### src/rtl/daisy_arb_pkg.sv
package daisy_arb_pkg;
  typedef enum logic [1:0] {ARB_IDLE, ARB_GRANT, ARB_BUSY} arb_state_e;
  typedef enum logic [1:0] {RQ_IDLE, RQ_WAIT, RQ_OWN} rq_state_e;
endpackage

### src/rtl/daisy_arb_central.sv
module daisy_arb_central
  import daisy_arb_pkg::*;
#(
  parameter int unsigned HOLD_LIMIT = 12
) (
  input  logic clk_i,
  input  logic rst_ni,
  input  logic br_n_i,
  input  logic bbsy_n_i,
  output logic bg_n_o,
  output logic bclr_n_o
);
  localparam int unsigned HW = $clog2(HOLD_LIMIT + 1);

  arb_state_e state_q;
  logic [HW-1:0] hold_q;
  logic bclr_n_q;

  always_ff @(posedge clk_i or negedge rst_ni) begin
    if (!rst_ni) begin
      state_q  <= ARB_IDLE;
      hold_q   <= '0;
      bclr_n_q <= 1'b1;
    end else begin
      unique case (state_q)
        ARB_IDLE:  if (!br_n_i && bbsy_n_i) state_q <= ARB_GRANT;
        ARB_GRANT: begin
          if (!bbsy_n_i) begin
            state_q <= ARB_BUSY;
            hold_q  <= '0;
          end else if (br_n_i) begin
            state_q <= ARB_IDLE;   // requester withdrew
          end
        end
        ARB_BUSY: begin
          if (bbsy_n_i) begin
            state_q  <= ARB_IDLE;
            bclr_n_q <= 1'b1;
          end else begin
            if (hold_q != HW'(HOLD_LIMIT)) hold_q <= hold_q + 1'b1;
            if (hold_q == HW'(HOLD_LIMIT) && !br_n_i) bclr_n_q <= 1'b0;
          end
        end
        default: state_q <= ARB_IDLE;
      endcase
    end
  end

  assign bg_n_o   = (state_q != ARB_GRANT);
  assign bclr_n_o = bclr_n_q;
endmodule

### src/rtl/daisy_arb_slot.sv
module daisy_arb_slot
  import daisy_arb_pkg::*;
#(
  parameter int unsigned WORD_CYC = 4
) (
  input  logic clk_i,
  input  logic rst_ni,
  input  logic want_i,
  input  logic block_i,
  input  logic bg_n_i,
  input  logic bbsy_n_i,
  input  logic bclr_n_i,
  output logic bg_n_o,
  output logic br_n_o,
  output logic bbsy_n_o,
  output logic own_o,
  output logic word_done_o
);
  localparam int unsigned CW = $clog2(WORD_CYC + 1);
  localparam logic [CW-1:0] LAST = CW'(WORD_CYC - 1);

  rq_state_e state_q;
  logic [CW-1:0] cnt_q;
  logic last_beat;

  assign last_beat = (state_q == RQ_OWN) && (cnt_q == LAST);

  always_ff @(posedge clk_i or negedge rst_ni) begin
    if (!rst_ni) begin
      state_q <= RQ_IDLE;
      cnt_q   <= '0;
    end else begin
      unique case (state_q)
        RQ_IDLE: if (want_i) state_q <= RQ_WAIT;
        RQ_WAIT: begin
          if (!want_i) begin
            state_q <= RQ_IDLE;
          end else if (!bg_n_i && bbsy_n_i) begin
            state_q <= RQ_OWN;
            cnt_q   <= '0;
          end
        end
        RQ_OWN: begin
          if (last_beat) begin
            cnt_q <= '0;
            // block mode keeps the bus unless work ran out or clear is seen
            if (!(block_i && want_i && bclr_n_i)) state_q <= RQ_IDLE;
          end else begin
            cnt_q <= cnt_q + 1'b1;
          end
        end
        default: state_q <= RQ_IDLE;
      endcase
    end
  end

  assign bg_n_o      = (state_q == RQ_IDLE) ? bg_n_i : 1'b1;
  assign br_n_o      = (state_q != RQ_WAIT);
  assign bbsy_n_o    = (state_q != RQ_OWN);
  assign own_o       = (state_q == RQ_OWN);
  assign word_done_o = last_beat;
endmodule

### src/rtl/daisy_arb_top.sv
module daisy_arb_top #(
  parameter int unsigned N_SLOTS    = 4,
  parameter int unsigned WORD_CYC   = 4,
  parameter int unsigned HOLD_LIMIT = 12
) (
  input  logic               clk_i,
  input  logic               rst_ni,
  input  logic [N_SLOTS-1:0] req_i,
  input  logic [N_SLOTS-1:0] block_i,
  output logic [N_SLOTS-1:0] own_o,
  output logic [N_SLOTS-1:0] word_done_o,
  output logic [N_SLOTS-1:0] grant_chain_o,
  output logic               br_n_o,
  output logic               bbsy_n_o,
  output logic               bclr_n_o
);
  logic [N_SLOTS:0]   bg_n;
  logic [N_SLOTS-1:0] br_n_drv, bbsy_n_drv;

  // open-drain lines modelled as wired-AND
  assign br_n_o   = &br_n_drv;
  assign bbsy_n_o = &bbsy_n_drv;

  daisy_arb_central #(.HOLD_LIMIT(HOLD_LIMIT)) u_central (
    .clk_i   (clk_i),
    .rst_ni  (rst_ni),
    .br_n_i  (br_n_o),
    .bbsy_n_i(bbsy_n_o),
    .bg_n_o  (bg_n[0]),
    .bclr_n_o(bclr_n_o)
  );

  for (genvar k = 0; k < N_SLOTS; k++) begin : g_slot
    daisy_arb_slot #(.WORD_CYC(WORD_CYC)) u_slot (
      .clk_i      (clk_i),
      .rst_ni     (rst_ni),
      .want_i     (req_i[k]),
      .block_i    (block_i[k]),
      .bg_n_i     (bg_n[k]),
      .bbsy_n_i   (bbsy_n_o),
      .bclr_n_i   (bclr_n_o),
      .bg_n_o     (bg_n[k+1]),
      .br_n_o     (br_n_drv[k]),
      .bbsy_n_o   (bbsy_n_drv[k]),
      .own_o      (own_o[k]),
      .word_done_o(word_done_o[k])
    );
  end

  assign grant_chain_o = bg_n[N_SLOTS-1:0];
endmodule

### config.mk
export PLATFORM = sky130hd
export DESIGN_NAME = daisy_arb_top
export DESIGN_NICKNAME = d
export VERILOG_FILES = /design/src/rtl/daisy_arb_pkg.sv /design/src/rtl/daisy_arb_central.sv /design/src/rtl/daisy_arb_slot.sv /design/src/rtl/daisy_arb_top.sv
export SDC_FILE = /design/constraint.sdc
export NUM_CORES = 1
export LEC_CHECK = 0
export ABC_AREA = 1
export ABC_CLOCK_PERIOD_IN_PS = 2410
export BUFFER_PORTS_ARGS = -buffer_cell sky130_fd_sc_hd__clkbuf_2
export CAP_MARGIN = 15
export CORE_ASPECT_RATIO = 0.6
export CORE_MARGIN = 2
export CORE_UTILIZATION = 49
export DETAILED_ROUTE_END_ITERATION = 10
export PLACE_DENSITY = 0.71
export SLEW_MARGIN = 20
export SYNTH_ARGS = -nofsm -noshare
export SYNTH_HDL_FRONTEND = slang
export SYNTH_SLANG_ARGS = --single-unit
### constraint.sdc
create_clock -name clk_i -period 2.41 [get_ports clk_i]
set_clock_uncertainty 0.2 [all_clocks]
set_input_delay 0.241 -clock clk_i [delete_from_list [all_inputs] [get_ports clk_i]]
set_output_delay 0.241 -clock clk_i [all_outputs]
set_load 0.005 [all_outputs]
== Word-level counts from Yosys, hierarchy flattened ==
Cells that the tools add are included.
Widths: inputs -> output; s select.

* Word-level logic and storage cells: 172
* Register bits: 27
* Output and inout bits: 15
* Bits of input ports: 10

* Muxes and demuxes: 54
* Reductions and logical operators: 47
* $add $sub $neg: 5
* Equality and inequality tests: 55

{| class="wikitable"
|+ Operator list
! cell !! number
|-
| $mux 2 || 24
|-
| $ne 2x2->1 const B || 22
|-
| $mux 3 || 12
|-
| $pmux 2 s3 || 5
|-
| $reduce_and 4->1 || 7
|-
| $ne 2x1->1 const B || 12
|-
| $pmux 3 s2 || 4
|-
| $logic_and 1x1->1 || 18
|-
| $reduce_and 3->1 || 5
|-
| $add 3x1->3 const B || 4
|-
| $eq 3x2->1 const B || 4
|-
| $mux 4 || 3
|-
| $ne 3x2->1 const B || 4
|-
| $reduce_bool 2->1 || 6
|-
| $eq 2x1->1 const B || 5
|-
| $eq 2x2->1 const B || 5
|-
| $logic_not 2->1 || 5
|-
| $pmux 4 s2 || 1
|-
| $logic_not 1->1 || 5
|-
| $mux 1 || 5
|-
| $add 4x1->4 const B || 1
|-
| $eq 4x4->1 const B || 1
|-
| $ne 4x4->1 const B || 1
|-
| $ne 3x3->1 const B || 1
|-
| $reduce_and 2->1 || 1
|}

== Logic depth before layout (Yosys ltp) ==
Gate-level depths: netlist (run 1).

* Word-level depth: 9
* Depth in mapped cells: 7
* Gate-level depth less buffers: 7

== Hierarchy ==
A second synthesis (run 1) with hierarchy kept.

* Cell total of the unflattened synthesis: 260
* Area total of the unflattened synthesis: 1901.8 um2

{| class="wikitable"
|+ Modules (own cells, without submodules)
! module !! area an instance (um2) !! seq. area each (um2) !! cells an instance !! times used
|-
| daisy_arb_slot at g_slot[1].u_slot ... || 357.8 || 125.1 || 49 || 3
|-
| daisy_arb_central || 399.1 || 176.4 || 51 || 1
|-
| daisy_arb_slot at g_slot[0].u_slot || 376.6 || 125.1 || 52 || 1
|-
| daisy_arb_top || 52.6 || 0.0 || 10 || 1
|}

== Worst setup path after synthesis (run 1) ==
OpenSTA, ideal clock, no wires.

* Kind: reg-to-output
* Start: reg g_slot[0].u_slot.state_q[1]
* End: out grant_chain_o[3]
* Setup slack: 0.976 ns
* Data arrival time: 0.993 ns
* Required time: 1.969 ns
* Cell stages (with the launch flop): 6
* Cell sequence: dfrtp_1 -> nor2_1 -> nand3_2 -> nor2_2 -> inv_2 -> buf_4

* Longest elaborated chain between the ends: 4

{| class="wikitable"
|+ RTL lines
! item !! RTL line !! source
|-
| start, declared || daisy_arb_slot.sv:22 || <nowiki>rq_state_e state_q;</nowiki>
|-
| start signal, assigned || daisy_arb_slot.sv:30 || <nowiki>state_q <= RQ_IDLE;</nowiki>
|-
| start signal, assigned || daisy_arb_slot.sv:34 || <nowiki>RQ_IDLE: if (want_i) state_q <= RQ_WAIT;</nowiki>
|-
| start signal, assigned || daisy_arb_slot.sv:37 || <nowiki>state_q <= RQ_IDLE;</nowiki>
|-
| $logic_not 2->1 || daisy_arb_slot.sv:57 || <nowiki>assign bg_n_o = (state_q == RQ_IDLE) ? bg_n_i : 1'b1;</nowiki>
|-
| $mux 1 (2 in series) || daisy_arb_slot.sv:57 ||
|-
| via g_slot[1].u_slot.bg_n_o || daisy_arb_slot.sv:13 || <nowiki>output logic bg_n_o,</nowiki>
|-
| $mux 1 || daisy_arb_slot.sv:57 ||
|-
| end, declared || daisy_arb_top.sv:12 || <nowiki>output logic [N_SLOTS-1:0] grant_chain_o,</nowiki>
|}

The timed path passes the listed nets, and every way through them passes these cells.

== Final worst setup path (run 1) ==
* Start: reg g_slot[0].u_slot.state_q[1]
* End: out grant_chain_o[3]

* Longest elaborated chain between the ends: 4

{| class="wikitable"
|+ RTL lines
! item !! RTL line
|-
| $logic_not 2->1 || daisy_arb_slot.sv:57
|-
| $mux 1 (3 in series) || daisy_arb_slot.sv:57
|}

No other way between the ends.

==> summary.md, run 1 <==
| Metric | Value |
|---|---|
| Status | `finished clean` |
| Top sig layer | `met4` |
| Pleak | `slightly below 1 nW` |
| First-pass DRT Iterations | `4` |
| Share of cells above drive strength 1 | `0.261` |
| Post-synth EDFFs | `0` |
| Ant. Diodes | `0` |
| Placed cells | `266` |
| WL/cell | `12.3 um` |
| Via count | `1367` |
| Port bufs | `24` |
| Final HPWL DP | `roughly 2.5 mm` |
| Largest net degree at the start of global routing | `28` |
| GPL Wtd Cong | `0.815` |
| Final Hold Viols | `0` |
| Antenna viol nets, final | `0` |
| Sequential element share of the synthesized area | `0.417` |
| Warnings from Yosys | `0` |
| Reg clk slew, reported paths | `approximately 90 ps` |
| Max IR drop VDD | `0.650 mV` |
| WL met2 | `1.41 mm` |
| CP required | `around 2000 ps` |
| Number of global-route vias before repair | `1219` |
| First DRT Iteration DRCs | `132` |
| Final setup TNS | `0 ps` |
| Largest area contributor in the netlist | `dfrtp_1` |
| First-pass GRT wire length | `5.67 mm` |
| Final Max Slew Viols | `0` |
| CTS HTree Levels | `1` |
| Worst Hold Class | `in2reg` |
| Chip width | `78.3 um` |
| Synth top area share | `0.401` |
| Most frequent cell after synthesis | `nand2_1` |
| Critical path class | `reg2out` |
| Cts bufs inserted | `3` |
| Post-route setup slack | `511 ps` |
| Worst-Margin Slew | `674 ps` |
| R2r endpoint | `g_slot[3].u_slot.cnt_q[0]` |
| Tot Pwr | `1.81 mW` |
| Post-Synthesis Cell Area | `1620 sq um` |
| Drc violations | `0` |
| GRT overflow | `0` |
| WHS Endpoint | `g_slot[1].u_slot.state_q[0]` |
| Avg Inst Size Synth | `7.76 sq um` |
| Cells after synthesis | `about 210` |
| Leading cell types by count after synthesis | `nand2_1, nand3_1, dfrtp_1` |
| Crit path max fanout | `4` |
| Met3 WL post-DR | `201 um` |
| Boundary pin count | `25` |
| CP arrival | `between 1000 and 1500 ps` |
| Nets | `243` |
| CTS sink cnt | `27` |
| Maximum clock insertion buffer count | `2` |
| Setup Viol. Count Final | `0` |
| Syn Nets | `between 200 and 250` |
| Top cells by area, synth | `dfrtp_1, nand3_1, nand2_1` |
| Rel. slew slack | `0.551` |
| Die ar. | `3800 sq um` |
| Hold Crit Start | `req_i[1]` |
| CTS tree | `yes` |
| Max-Cap Viols | `0` |
| Metal1 wirelength | `1.71 mm` |
| Vias per cell | `5.04` |
| P per Cell Area | `1020 nW/um^2` |
| Worst-Skew Late Latency | `270 ps` |
| Max Clk Rate | `0.527 GHz` |
| Worst slack, placed | `812 ps` |
| Area Overhead vs Synth | `8.79%` |
| Routed wire length | `3.33 mm` |
| Fin crit share | `0.788` |
| Critical path endpoint category | `output port` |
| Netlist cell types | `22` |
| Setup crit start kind | `flip-flop` |
| Hold Path Stages | `3` |
| Yosys reg bits | `27` |
| Core ar. | `approximately 3200 sq um` |
| Flop2flop setup slack | `~750 ps` |
| Initial core utilization | `0.507` |
| Initial antenna violation count | `0` |
| Cell row count | `16` |
| Worst reg2reg path depth | `6` |
| Die H | `48.6 um` |
| Min Tclk post-route | `between 1500 and 2000 ps` |
| Worst r2r src | `g_slot[0].u_slot.state_q[1]` |
| Root Buffer | `clkbuf_8` |
| Top FF cell, synth | `dfrtp_1` |
| Synth async-reset ratio | `1.00` |
| Post-Layout Cell Count | `271` |
| GRT Util Overall | `0.190` |
| Unrepaired setup endpoints after global routing | `no` |
[logic make-up (layout without fill, tap and decap cells)]
| family | count (synthesis) | after routing | share of synthesized area |
|---|---|---|---|
| fa+ha+maj | 6 | 6 | 0.0463 |
| flops | 27 | 27 | 0.417 |
| simple gates | 114 | 114 | 0.352 |
| compound gates | 15 | 15 | 0.0478 |
| buf+inv | 47 | 64 | 0.136 |
[critical path: stages (launching register included)]
cell and delay (ps):
dfrtp_1 420, nor2_1 240, nand3_2 160, nor2_2 220, inv_2 40, clkbuf_2 100
[how the worst max path moves through the flow]
stage / startpoint / endpoint / slack, ps / depth (start not counted)
finish: g_slot[0].u_slot.state_q[1] / grant_chain_o[3] / 510 / 5
global route: g_slot[0].u_slot.state_q[1] / grant_chain_o[1] / 410 / 5
CTS: g_slot[0].u_slot.state_q[1] / grant_chain_o[3] / 510 / 5
detailed placement: g_slot[0].u_slot.state_q[1] / g_slot[3].u_slot.cnt_q[0] / 810 / 6
global placement: g_slot[0].u_slot.state_q[1] / g_slot[3].u_slot.cnt_q[1] / 840 / 6
floorplan: g_slot[0].u_slot.state_q[1] / grant_chain_o[3] / 980 / 5
[layout by cell type, fill, tap and decap left out]
cell type	n
nor2_2	2
ha_1	6
nor2_4	2
dfstp_2	1
nand4_2	1
dfrtp_1	26
nand3_1	36
or2_1	4
nor3_1	2
nand4_1	4
nand3_2	4
inv_2	15
clkinv_2	1
or2_0	1
nand2_1	40
clkbuf_2	24
o211ai_1	1
nand3b_2	1
dlygate4sd3_1	1
a21oi_1	3
o21ai_1	11
nor2_1	12
inv_1	20
nand2_2	5
clkbuf_8	3
[area by class of cell]
type	instances	area [sq um]
Fill cell	329	1440
Multi-Input combinational cell	135	724
Sequential cell	27	677
Inverter	35	131
Timing Repair Buffer	25	130
Tap cell	45	56.3
Clock buffer	3	41.3
Clock inverter	1	5.00
[sequential cells by signal, indices dropped and copies added (netlist names)]
name,cells
g_slot.u_slot.cnt_q,12
g_slot.u_slot.state_q,8
u_central.hold_q,4
u_central.state_q,2
u_central.bclr_n_o,1
[per-layer routing]
| metal | global-route usage | vias up |
|---|---|---|
| li1 | - | 694 |
| met3 | 0.0448 | 2 |
| met1 | 0.303 | 643 |
| met4 | 0.0234 | 0 |
| met5 | 0 | - |
| met2 | 0.270 | 28 |
[report_power, final]
part	leakage (nW)	switching, mW	internal, mW
Sequential	0.354	0.130	0.592
Combinational	0.588	0.539	0.289
Clock	0.0255	0.140	0.116
Total	0.967	0.809	0.997
[metrics by stage]
step / instance area, sq um / hold WS, ps / util
after detailed placement: 1710 / 113 / 0.534
after CTS: 1770 / 20.4 / 0.551
after floorplan: 1620 / -255 / -
final: 1770 / 26.3 / 0.551
after global placement: 1710 / 111 / 0.534
after global routing: 1770 / 26.3 / 0.551
[timing repair]
action	CTS	global route
setup buffers	0	0
endpoints found under the hold margin	26	0
hold buffers	1	0
gates resized for setup	0	0
(Power assumes the default switching activity.)
==> run 2, diff against run 1 <==
--- a/config.mk
+++ b/config.mk
@@ -5,15 +5,15 @@
 export SDC_FILE = /design/constraint.sdc
 export NUM_CORES = 1
 export LEC_CHECK = 0
-export ABC_AREA = 1
-export ABC_CLOCK_PERIOD_IN_PS = 2410
+export ABC_AREA = 0
+export ABC_CLOCK_PERIOD_IN_PS = 1550
 export BUFFER_PORTS_ARGS = -buffer_cell sky130_fd_sc_hd__clkbuf_2
 export CAP_MARGIN = 15
 export CORE_ASPECT_RATIO = 0.6
 export CORE_MARGIN = 2
 export CORE_UTILIZATION = 49
 export DETAILED_ROUTE_END_ITERATION = 10
-export PLACE_DENSITY = 0.71
+export PLACE_DENSITY = 0.74
 export SLEW_MARGIN = 20
 export SYNTH_ARGS = -nofsm -noshare
 export SYNTH_HDL_FRONTEND = slang
==> constraint.sdc (replaced) <==
create_clock -name clk_i -period 1.55 [get_ports clk_i]
set_clock_uncertainty 0.2 [all_clocks]
set_input_delay 0.155 -clock clk_i [delete_from_list [all_inputs] [get_ports clk_i]]
set_output_delay 0.155 -clock clk_i [all_outputs]
set_load 0.005 [all_outputs]
==> run 2 against run 1 <==
  * The flow now finishes with violations (negative setup slack)
  * Count of clock-buffer cells in the layout is 1 higher
  * Critical path depth stayed put
  * Worst setup slack worse by 1200 ps
  * Synthesized area is 0.93% lower
  * Die area is 0.86% lower
  * Combinational power grew to 4.8 times the previous value
  * Non-clock buffer count is 76 higher
  * Global-route usage is 15 points higher
  * Critical path type unchanged
  * Largest power group unchanged
==> summary.md, run 2 <==
| Metric | Value |
|---|---|
| Status | `finished with violations` |
| Failing checks | `negative setup slack` |
| First DRT Iteration DRCs | `201` |
| Synth async-reset ratio | `1.00` |
| Largest area contributor in the netlist | `dfrtp_1` |
| Worst-Skew Late Latency | `290 ps` |
| Power Internal | `3.15 mW` |
| Syn Nets | `between 150 and 200` |
| Netlist cell types | `43` |
| WHS Endpoint | `g_slot[0].u_slot.state_q[1]` |
| Cts bufs inserted | `3` |
| Hold Slack | `7.50 ps` |
| Post-Layout Cell Count | `303` |
| Fin crit share | `1.44` |
| Initial core utilization | `0.502` |
| WL/cell | `approximately 27 um` |
| Compound-Gate Fraction of Synth Area | `0.174` |
| Most frequent cell after synthesis | `dfrtp_1` |
| Placed cells | `259` |
| Max Clk Rate | `0.449 GHz` |
| Critical path endpoint category | `output port` |
| Number of global-route vias before repair | `between 1500 and 2000` |
| Number of flip-flops in the largest register | `12` |
| Critical path class | `reg2out` |
| Avg Inst Size Synth | `9.51 sq um` |
| Yosys reg bits | `27` |
| Largest registers | `g_slot.u_slot.cnt_q x12, g_slot.u_slot.state_q x8, u_central.hold_q x4` |
| Unrepaired setup endpoints after global routing | `yes` |
| Warnings from Yosys | `0` |
| CTS sink cnt | `27` |
| Clock Power Share | `0.074` |
| CP arrival | `1870 ps` |
| Root Buffer | `clkbuf_8` |
| Nets | `274` |
| Antenna viol nets, final | `0` |
| Leading cell types by count after synthesis | `dfrtp_1, buf_4, nor2_1` |
| First-pass DRT Iterations | `6` |
| Most common cell after layout, fill and taps aside | `buf_4` |
| Top reg by flops | `g_slot.u_slot.cnt_q` |
| Hold Crit Start | `block_i[0]` |
| Hold Path Stages | `3` |
| Setup Viol. Count Final | `41` |
| Worst Hold Class | `in2reg` |
| Area Overhead vs Synth | `70.7%` |
| P per Cell Area | `roughly 2000 nW/um^2` |
| Max-Cap Viols | `0` |
| Combinational power share | `0.710` |
| Post-layout util | `0.857` |
| Largest family of logic cells by synthesized area | `simple AND/OR/NAND/NOR gates` |
| Fill count | `between 100 and 150` |
| Die H | `48.4 um` |
| Synth Area in Adders | `0.0467` |
| Multi-input gate area | `roughly 1000 sq um` |
| Cell row count | `16` |
| Final setup TNS | `-16290 ps` |
| Chip width | `78.0 um` |
| CP required | `approximately 1200 ps` |
| Tot Pwr | `5.62 mW` |
| Pleak | `1.30 nW` |
| Post-Synth XOR/XNOR Area | `0` |
| Synth top area share | `0.405` |
| Crit path max fanout | `3` |
| Top FF cell, synth | `dfrtp_1` |
| GRT overflow | `0` |
| Post-Synthesis Cell Area | `between 1500 and 2000 sq um` |
| Worst-Margin Slew | `roughly 770 ps` |
| Post-synth EDFFs | `0` |
| Sequential element share of the synthesized area | `0.421` |
| Core ar. | `3200 sq um` |
| Maximum clock insertion buffer count | `2` |
| Die ar. | `between 3000 and 4000 sq um` |
| Reg power frac | `0.216` |
| Most frequent cells in the layout | `buf_4, buf_6, dfrtp_1, clkbuf_2, nand2_1` |
| Vias per cell | `just under 7` |
| Multiplexer share of the synthesized area | `0` |
| GRT Util Overall | `0.344` |
| Initial antenna violation count | `1` |
| Largest net degree at the start of global routing | `28` |
| Rel. slew slack | `0.488` |
| Post-route setup slack | `-677 ps` |
| Worst r2r src | `g_slot[0].u_slot.state_q[0]` |
| Port bufs | `24` |
| CTS tree | `yes` |
| Net Sw Power | `approximately 2.5 mW` |
| Worst reg2reg path depth | `7` |
| Reg clk slew, reported paths | `90 ps` |
| Final HPWL DP | `between 3 and 4 mm` |
| Max IR drop VDD | `0.961 mV` |
| Setup crit start kind | `flip-flop` |
| Boundary pin count | `25` |
| Sequential cell area | `roughly 680 sq um` |
| Routed wire length | `8.08 mm` |
| CTS HTree Levels | `1` |
| Simple-gate share of the synthesized area | `0.254` |
| Share of cells above drive strength 1 | `0.615` |
| GPL Wtd Cong | `slightly below 0.9` |
| Top cells by area, synth | `dfrtp_1, buf_4, ha_1` |
| Sw frac | `0.438` |
| Min Tclk post-route | `roughly 2200 ps` |
| Final Hold Viols | `0` |
| Drc violations | `0` |
| Flop2flop setup slack | `-670 ps` |
| Via count | `2056` |
| R2r endpoint | `g_slot[3].u_slot.cnt_q[1]` |
| Final Max Slew Viols | `0` |
| First-pass GRT wire length | `between 9 and 10 mm` |
| Cells after synthesis | `~170` |
==> run 2: logic make-up after synthesis <==
kind of cell | Yosys count
buffers and inverters | 29
flip-flops | 27
AO/OA/AOI/OAI | 37
AND/OR/NAND/NOR | 70
adder cells (fa/ha/maj) | 6
==> run 2: repair_timing <==
item / CTS / global route
endpoints found under the setup margin: 38 / 41
gates resized for setup: 63 / 51
setup buffers: 22 / 20
hold buffers: 6 / 0
pin swaps: 15 / 15
hold endpoints to repair: 33 / 0
==> run 2: worst max-delay path: stages (launching register included) <==
cell      delay [ps]
dfrtp_1          460
nor4b_4          400
buf_4            210
inv_4             50
or3_4            340
clkbuf_2         130
==> run 2: worst max-delay path by stage <==
stage,end,slack [ps],cells after the start,from
3_5_place_dp,u_central.hold_q[2],-290,5,g_slot[1].u_slot.state_q[0]
4_1_cts,grant_chain_o[2],-470,5,g_slot[0].u_slot.state_q[0]
3_3_place_gp,g_slot[1].u_slot.cnt_q[2],-210,4,g_slot[0].u_slot.state_q[0]
2_1_floorplan,g_slot[1].u_slot.cnt_q[2],-230,4,g_slot[0].u_slot.state_q[0]
5_1_grt,grant_chain_o[2],-680,5,g_slot[0].u_slot.state_q[0]
6_report,grant_chain_o[2],-680,5,g_slot[0].u_slot.state_q[0]
==> run 2: layout make-up <==
class                           count  area share
Clock buffer                        4      0.0164
Inverter                           12      0.0273
Tap cell                           45      0.0205
Sequential cell                    27       0.247
Timing Repair Buffer              101       0.313
Multi-Input combinational cell    113       0.375
Antenna cell                        1    0.000912
==> run 2: power groups by stage <==
stage | logic [mW] | registers, mW | clock network [mW]
final | 3.99 | 1.21 | 0.417
after detailed placement | 2.09 | 1.15 | 0
after global placement | 1.98 | 1.13 | 0
after CTS | 2.85 | 1.15 | 0.420
after global routing | 4.10 | 1.21 | 0.455
after floorplan | 1.22 | 1.13 | 0
==> run 2: layer usage <==
metal,part of all wire,vias up,GRT usage
li1,-,772,-
met1,0.37,981,0.384
met2,0.41,217,0.585
met3,0.14,86,0.0877
met4,0.083,0,0.228
met5,0,-,0
==> run 2: metrics by stage <==
stage | area, sq um | setup slack [ps]
detailed placement | 1980 | -287
CTS | 2480 | -468
global route | 2750 | -683
global placement | 1980 | -212
floorplan | 1650 | -227
finish | 2750 | -677
